--- src/rtl/tmr_pkg.sv ---
package tmr_pkg;
  localparam int DW       = 32;
  localparam int OFF_W    = 6;
  localparam int WDT_SLOT = 4;

  localparam logic [OFF_W-1:0] OFF_SUM  = 6'h00;
  localparam logic [OFF_W-1:0] OFF_MODE = 6'h04;
  localparam logic [OFF_W-1:0] OFF_LOAD = 6'h08;
  localparam logic [OFF_W-1:0] OFF_ENA  = 6'h10;
  localparam logic [OFF_W-1:0] OFF_RLD  = 6'h14;
  localparam logic [OFF_W-1:0] OFF_CNT  = 6'h18;
  localparam logic [OFF_W-1:0] OFF_CLR  = 6'h20;
  localparam logic [OFF_W-1:0] OFF_MSK  = 6'h24;

  typedef struct packed {
    logic          mode;
    logic          ena;
    logic          mask;
    logic          stat;
    logic          busy;
    logic [DW-1:0] cnt;
    logic [DW-1:0] load;
  } chan_view_t;

  // address block (and summary bit) occupied by a channel
  function automatic int slot_of(input int ch);
    return (ch < WDT_SLOT) ? ch : ch + 1;
  endfunction

  function automatic logic [DW-1:0] count_step(input logic [DW-1:0] c);
    return c - DW'(1);
  endfunction

  function automatic logic [DW-1:0] clr_word(input logic busy, input logic stat);
    return {{(DW-2){1'b0}}, busy, stat};
  endfunction
endpackage

--- src/rtl/tmr_chan.sv ---
module tmr_chan import tmr_pkg::*; #(
  parameter int CLR_CYC = 2
) (
  input  logic          clk,
  input  logic          rst_n,
  input  logic [DW-1:0] wdata,
  input  logic          we_mode,
  input  logic          we_load,
  input  logic          we_ena,
  input  logic          we_rld,
  input  logic          we_clr,
  input  logic          we_mask,
  output chan_view_t    view,
  output logic          irq,
  output logic          zero_evt,
  output logic          clr_accept,
  output logic          clr_done
);
  localparam int BW = $clog2(CLR_CYC + 1);

  logic          mode_q, ena_q, mask_q, stat_q, seen_q;
  logic [DW-1:0] load_q, cnt_q;
  logic [BW-1:0] bcnt_q;
  logic [DW-1:0] cnt_d;
  logic          ena_d, stat_d, seen_d;
  logic          tick, start, busy;

  assign tick       = ena_q && !we_rld && !we_ena;
  assign start      = we_ena && wdata[0] && !ena_q;
  assign zero_evt   = tick && (cnt_q == '0);
  assign busy       = (bcnt_q != '0);
  assign clr_accept = we_clr && wdata[0] && !busy;
  assign clr_done   = (bcnt_q == BW'(1));

  always_comb begin
    cnt_d = cnt_q;
    ena_d = ena_q;
    if (we_rld || start)
      cnt_d = load_q;
    else if (tick)
      cnt_d = (cnt_q == '0) ? (mode_q ? '0 : load_q) : count_step(cnt_q);
    if (we_ena)
      ena_d = wdata[0];
    else if (zero_evt && mode_q)
      ena_d = 1'b0;
  end

  always_comb begin
    stat_d = zero_evt | (stat_q & ~(clr_done & ~seen_q));
    if (clr_accept)  seen_d = zero_evt;
    else if (busy)   seen_d = seen_q | zero_evt;
    else             seen_d = 1'b0;
  end

  always_ff @(posedge clk or negedge rst_n) begin
    if (!rst_n) begin
      mode_q <= 1'b0;
      ena_q  <= 1'b0;
      mask_q <= 1'b1;
      stat_q <= 1'b0;
      seen_q <= 1'b0;
      load_q <= '0;
      cnt_q  <= '0;
      bcnt_q <= '0;
    end else begin
      if (we_mode) mode_q <= wdata[0];
      if (we_mask) mask_q <= wdata[0];
      if (we_load) load_q <= wdata;
      ena_q  <= ena_d;
      cnt_q  <= cnt_d;
      stat_q <= stat_d;
      seen_q <= seen_d;
      if (clr_accept)  bcnt_q <= BW'(CLR_CYC);
      else if (busy)   bcnt_q <= bcnt_q - BW'(1);
    end
  end

  assign irq  = stat_q & ~mask_q;
  assign view = '{mode: mode_q, ena: ena_q, mask: mask_q, stat: stat_q,
                  busy: busy, cnt: cnt_q, load: load_q};
endmodule

--- src/rtl/tmr_regif.sv ---
module tmr_regif import tmr_pkg::*; #(
  parameter int NCH    = 7,
  parameter int ADDR_W = 9
) (
  input  logic              bus_sel,
  input  logic              bus_enable,
  input  logic              bus_write,
  input  logic [ADDR_W-1:0] bus_addr,
  input  chan_view_t        views [NCH],
  output logic [NCH-1:0]    we_mode,
  output logic [NCH-1:0]    we_load,
  output logic [NCH-1:0]    we_ena,
  output logic [NCH-1:0]    we_rld,
  output logic [NCH-1:0]    we_clr,
  output logic [NCH-1:0]    we_mask,
  output logic [NCH-1:0]    wr_hit,
  output logic [DW-1:0]     bus_rdata
);
  localparam int BLK_W = ADDR_W - OFF_W;

  logic [BLK_W-1:0] blk;
  logic [OFF_W-1:0] off;
  logic             wr;
  logic [DW-1:0]    summary;
  logic [DW-1:0]    rd_mux;

  assign blk = bus_addr[ADDR_W-1:OFF_W];
  assign off = bus_addr[OFF_W-1:0];
  assign wr  = bus_sel && bus_enable && bus_write;

  for (genvar i = 0; i < NCH; i++) begin : g_dec
    localparam logic [BLK_W-1:0] SLOT = BLK_W'(slot_of(i));
    assign wr_hit[i]  = wr && (blk == SLOT);
    assign we_mode[i] = wr_hit[i] && (off == OFF_MODE);
    assign we_load[i] = wr_hit[i] && (off == OFF_LOAD);
    assign we_ena[i]  = wr_hit[i] && (off == OFF_ENA);
    assign we_rld[i]  = wr_hit[i] && (off == OFF_RLD);
    assign we_clr[i]  = wr_hit[i] && (off == OFF_CLR);
    assign we_mask[i] = wr_hit[i] && (off == OFF_MSK);
  end

  always_comb begin
    summary = '0;
    for (int i = 0; i < NCH; i++)
      summary[slot_of(i)] = views[i].stat;
  end

  always_comb begin
    rd_mux = '0;
    if (off == OFF_SUM) begin
      rd_mux = summary;
    end else begin
      for (int i = 0; i < NCH; i++) begin
        if (blk == BLK_W'(slot_of(i))) begin
          case (off)
            OFF_MODE: rd_mux = DW'(views[i].mode);
            OFF_LOAD: rd_mux = views[i].load;
            OFF_ENA:  rd_mux = DW'(views[i].ena);
            OFF_CNT:  rd_mux = views[i].cnt;
            OFF_CLR:  rd_mux = clr_word(views[i].busy, views[i].stat);
            OFF_MSK:  rd_mux = DW'(views[i].mask);
            default:  rd_mux = '0;
          endcase
        end
      end
    end
  end

  assign bus_rdata = bus_sel ? rd_mux : '0;
endmodule

--- src/rtl/tmr_bank.sv ---
module tmr_bank import tmr_pkg::*; #(
  parameter int NCH     = 7,
  parameter int CLR_CYC = 2,
  parameter int ADDR_W  = $clog2((NCH + 1) * (1 << OFF_W))
) (
  input  logic              clk,
  input  logic              rst_n,
  input  logic              bus_sel,
  input  logic              bus_enable,
  input  logic              bus_write,
  input  logic [ADDR_W-1:0] bus_addr,
  input  logic [DW-1:0]     bus_wdata,
  output logic [DW-1:0]     bus_rdata,
  output logic [NCH-1:0]    irq
);
  chan_view_t     views [NCH];
  logic [NCH-1:0] we_mode, we_load, we_ena, we_rld, we_clr, we_mask, wr_hit;
  logic [NCH-1:0] zero_evt, clr_accept, clr_done;
  logic [NCH-1:0] stat_v, ena_v, mode_v, mask_v, busy_v;
  logic [DW-1:0]  cnt_a  [NCH];
  logic [DW-1:0]  load_a [NCH];

  tmr_regif #(.NCH(NCH), .ADDR_W(ADDR_W)) regif_i (
    .bus_sel(bus_sel), .bus_enable(bus_enable), .bus_write(bus_write),
    .bus_addr(bus_addr), .views(views),
    .we_mode(we_mode), .we_load(we_load), .we_ena(we_ena), .we_rld(we_rld),
    .we_clr(we_clr), .we_mask(we_mask), .wr_hit(wr_hit), .bus_rdata(bus_rdata)
  );

  for (genvar i = 0; i < NCH; i++) begin : g_ch
    tmr_chan #(.CLR_CYC(CLR_CYC)) chan_i (
      .clk(clk), .rst_n(rst_n), .wdata(bus_wdata),
      .we_mode(we_mode[i]), .we_load(we_load[i]), .we_ena(we_ena[i]),
      .we_rld(we_rld[i]), .we_clr(we_clr[i]), .we_mask(we_mask[i]),
      .view(views[i]), .irq(irq[i]), .zero_evt(zero_evt[i]),
      .clr_accept(clr_accept[i]), .clr_done(clr_done[i])
    );
    assign stat_v[i] = views[i].stat;
    assign ena_v[i]  = views[i].ena;
    assign mode_v[i] = views[i].mode;
    assign mask_v[i] = views[i].mask;
    assign busy_v[i] = views[i].busy;
    assign cnt_a[i]  = views[i].cnt;
    assign load_a[i] = views[i].load;
  end
endmodule

--- config.mk ---
export PLATFORM = sky130hd
export DESIGN_NAME = tmr_bank
export DESIGN_NICKNAME = d
export VERILOG_FILES = /design/src/rtl/tmr_pkg.sv /design/src/rtl/tmr_chan.sv /design/src/rtl/tmr_regif.sv /design/src/rtl/tmr_bank.sv
export SDC_FILE = /design/constraint.sdc
export NUM_CORES = 2
export LEC_CHECK = 0
export ABC_AREA = 1
export BUFFER_PORTS_ARGS = -buffer_cell sky130_fd_sc_hd__buf_4
export CAP_MARGIN = 0
export CELL_PAD_IN_SITES_DETAIL_PLACEMENT = 1
export CELL_PAD_IN_SITES_GLOBAL_PLACEMENT = 1
export CORE_UTILIZATION = 35
export CTS_BUF_LIST = sky130_fd_sc_hd__clkbuf_4
export DETAILED_ROUTE_END_ITERATION = 7
export PLACE_DENSITY_LB_ADDON = 0.1
export SYNTH_ARGS = -nofsm -noshare
export SYNTH_HDL_FRONTEND = slang
export SYNTH_SLANG_ARGS = --single-unit
--- constraint.sdc ---
create_clock -name clk -period 3 [get_ports clk]
set_clock_uncertainty 0.2 [all_clocks]
set_input_delay 0.6 -clock clk [delete_from_list [all_inputs] [get_ports clk]]
set_output_delay 0.6 -clock clk [all_outputs]
set_load 0.005 [all_outputs]
==> impl_metrics.env <==
export IMPL_dp_hpwl_um=121100
export IMPL_power_uw=23840
export IMPL_wl_um=165900
export IMPL_holdPathStages=8
export IMPL_setup_viol=32
export IMPL_cp_max_fo=3
export IMPL_ant_nets=0
export IMPL_drtIter0Drc=3202
export IMPL_die_x_um=300.7
export IMPL_met1Wirelength_um=71220
export IMPL_critical_path_top_delay_family="buffers and inverters"
export IMPL_cts_root_buf="clkbuf_4"
export IMPL_cts_buffer_depth=3
export IMPL_failed_checks="negative setup slack"
export IMPL_ir_drop_mv=0.3734
export IMPL_overflow=0
export IMPL_syn_num_nets=4510
export IMPL_drc_errors=0
export IMPL_preCtsSetupSlack_ns=-1.143
export IMPL_pin_count=85
export IMPL_dr_pass1_iters=6
export IMPL_mostFrequentLayoutCells="992 x nand2_1, 638 x buf_4, 458 x o21ai_0, 456 x dfrtp_1, 394 x inv_1"
export IMPL_cts_buffers=155
export IMPL_clock_fmax_mhz=288.6
export IMPL_die_area_um2=90410
export IMPL_clk_pin_slew_worst_paths_ns=0.08
export IMPL_fin_nets=5288
export IMPL_hold_class="in -> reg"
export IMPL_crit_arrival_ns=2.67
export IMPL_dp_cells=5961
export IMPL_netlist_instances=4436
export IMPL_yosys_warnings=0
export IMPL_grt_max_degree=79
export IMPL_setup_tns_ns=-10.73
export IMPL_start_kind="flop"
export IMPL_setup_slack_ns=-0.4653
export IMPL_area_delta_synth_final_pct=39.76
export IMPL_synthesis_area_um2=31220
export IMPL_critPathSlowestCell="dfrtp_1"
export IMPL_final_hold_viol_count=0
export IMPL_clkLatencyLatePin_ns=1.14
export IMPL_num_vias=36240
export IMPL_holdWs_ns=0.09942
export IMPL_critPathCaptureType="output port"
export IMPL_crit_cells=10
export IMPL_crit_chain="inv_1 -> o221ai_2 -> buf_4 -> nand2_2 -> buf_6 -> nand3_4 -> nand2_1 -> a21oi_2 -> buf_4 -> buf_6"
export IMPL_via_per_inst=5.564
export IMPL_drv_slew=0
export IMPL_final_common_cell="nand2_1"
export IMPL_grt_setup_unrepaired="true"
export IMPL_crit_buf_inv=5
export IMPL_top_layer="met5"
export IMPL_yosysSeqAreaShare_pct=39.86
export IMPL_io_buffers=84
export IMPL_maxCapViolCount=0
export IMPL_wl_per_cell_um=25.47
export IMPL_finalCritPeriodShare_pct=115.5
export IMPL_relSlewSlack_pct=33.13
export IMPL_cp_data_required_time_ns=2.20
export IMPL_htree_levels=4
export IMPL_gp_congestion=1.031
export IMPL_r2r_cells=12
export IMPL_drive_above_1_share_pct=30.26
export IMPL_antenna_found_initial=18
export IMPL_start_util_pct=35.33
export IMPL_nFillCells=11050
export IMPL_design_core_area_um2=88370
export IMPL_status="finished, violations left"
export IMPL_grtUsageTotal_pct=36.22
export IMPL_path_class="reg -> out"
export IMPL_yosysUniqueCellTypes=49
export IMPL_grt_pass1_vias=35950
export IMPL_worst_pin_slew_ns=1.002
export IMPL_syn_area_per_cell_um2=7.039
export IMPL_ys_ff_latch=497
export IMPL_p_per_area_nw_per_um2=546.2
export IMPL_met3_length_um=11130
export IMPL_fp_row_count=109
export IMPL_cts_tree="built"
export IMPL_fin_crit_ns=3.465
export IMPL_clock_sinks=497
export IMPL_grt_first_pass_wirelength_um=240600
export IMPL_stdcell_count=6514
export IMPL_fp_dieH_um=300.7
export IMPL_leakagePower_uw=0.02031
export IMPL_route_met2_wl_um=73900
export IMPL_cp_slowest_stage_delay_ns=0.38
## Yosys cell counts, drive strengths merged
cell type  instances  area, um^2
nand2           1111        4225
o21ai            619        3128
inv              543        2043
dfrtp            490       12260
nor2             403        1583
a21oi            254        1271
nand3            204        1026
xor2             149        1305
clkbuf           122       457.9
o22ai            103       644.4
a22oi             98       735.7
buf               71       405.4
nor3              57       346.6
nand4             53       331.6
o211ai            43       322.8
ha                28       350.3
o221ai            17       148.9
a31oi             16       100.1
dfstp              7       183.9
nor4               7       43.79
xnor2              7       61.31
a22o               6       52.55
a21boi             4       30.03
a21o               4       30.03
clkinv             4       15.01
o31ai              4       30.03
and3               3       18.77
nand3b             2       15.01
o2111ai            2       17.52
a32o               1       10.01
and2               1       6.260
nor3b              1       7.510
o22a               1       8.760
or2                1       6.260
## where the power goes
| part | total, uW | switching (uW) | leakage [uW] | internal (uW) |
|---|---|---|---|---|
| sequential | 8660 | 953 | 0.00629 | 7700 |
| clock | 7150 | 3550 | 0.00116 | 3600 |
| combinational | 8030 | 4980 | 0.0129 | 3050 |
| total | 23800 | 9480 | 0.0203 | 14400 |
## kinds of logic after synthesis
logic type / Yosys count / share of synthesized area, %
buffers and inverters: 740 / 9.357
AO/OA/AOI/OAI: 1172 / 20.91
adder cells (fa/ha/maj): 28 / 1.122
flip-flops: 497 / 39.86
AND/OR/NAND/NOR: 1843 / 24.37
XOR/XNOR: 156 / 4.376
## final timing paths
| path | start | to | slack, ns |
|---|---|---|---|
| min reg2reg | g_ch[1].chan_i.load_q[19]$_DFFE_PN0P_ | g_ch[1].chan_i.load_q[19]$_DFFE_PN0P_ | 0.29 |
| max | g_ch[2].chan_i.load_q[10]$_DFFE_PN0P_ | bus_rdata[10] | -0.47 |
| min | bus_addr[2] | g_ch[5].chan_i.ena_q$_DFFE_PN0P_ | 0.1 |
| min in group asynchronous | rst_n | g_ch[4].chan_i.load_q[29]$_DFFE_PN0P_ | 0.47 |
| max in group asynchronous | rst_n | g_ch[2].chan_i.load_q[17]$_DFFE_PN0P_ | 1.26 |
| max reg2reg | g_ch[3].chan_i.cnt_q[0]$_DFFE_PN0P_ | g_ch[3].chan_i.cnt_q[3]$_DFFE_PN0P_ | 0.14 |
## metal layers
metal / vias to the layer above / global-route usage, %
met3: 392 / 5.635
met2: 1417 / 56.09
met5: - / 0
met4: 2 / 18.33
li1: 16350 / -
met1: 18080 / 48.91
## per-stage QoR
step / instance area, um^2 / utilization (%)
2_1_floorplan: 31220 / -
3_3_place_gp: 36890 / 41.74
3_5_place_dp: 36890 / 41.74
4_1_cts: 42090 / 47.62
5_1_grt: 43610 / 49.35
6_report: 43640 / 49.38
## cell type report
type | instances | area, um^2 | share of cell area, %
inverter | 547 | 2087 | 4.782
antenna | 21 | 52.55 | 0.1204
clock buffer | 224 | 1682 | 3.853
clock inverter | 47 | 270.3 | 0.6193
multi-input combinational | 3199 | 18070 | 41.40
tap | 1165 | 1458 | 3.340
sequential | 497 | 12490 | 28.62
timing repair buffer | 814 | 7533 | 17.26
## tightest hold or removal path: stages
cell     delay [ns]
buf_12         0.10
nor2_4         0.07
nand3_4        0.10
buf_4          0.16
buf_12         0.14
nor2_2         0.06
nand2_1        0.05
nand2_1        0.04
## sequential cells by signal, summed over array words and instances (netlist names)
register and cells:
g_ch.chan_i.seen_q 7, g_ch.chan_i.load_q 224, g_ch.chan_i.stat_q 7, g_ch.chan_i.mask_q 7, g_ch.chan_i.cnt_q 224, g_ch.chan_i.mode_q 7, g_ch.chan_i.ena_q 7, g_ch.chan_i.bcnt_q 14
## what timing repair did
item                                    in CTS  in global routing
hold buffers                                41                  0
pin swaps                                  150                157
buffers inserted                           154                 91
endpoints found under the setup margin      37                 35
gates resized for setup                    571                247
gates cloned                                 1                  5
hold endpoints to repair                   697                  0
Note: power is estimated with default switching activity, not from simulation.
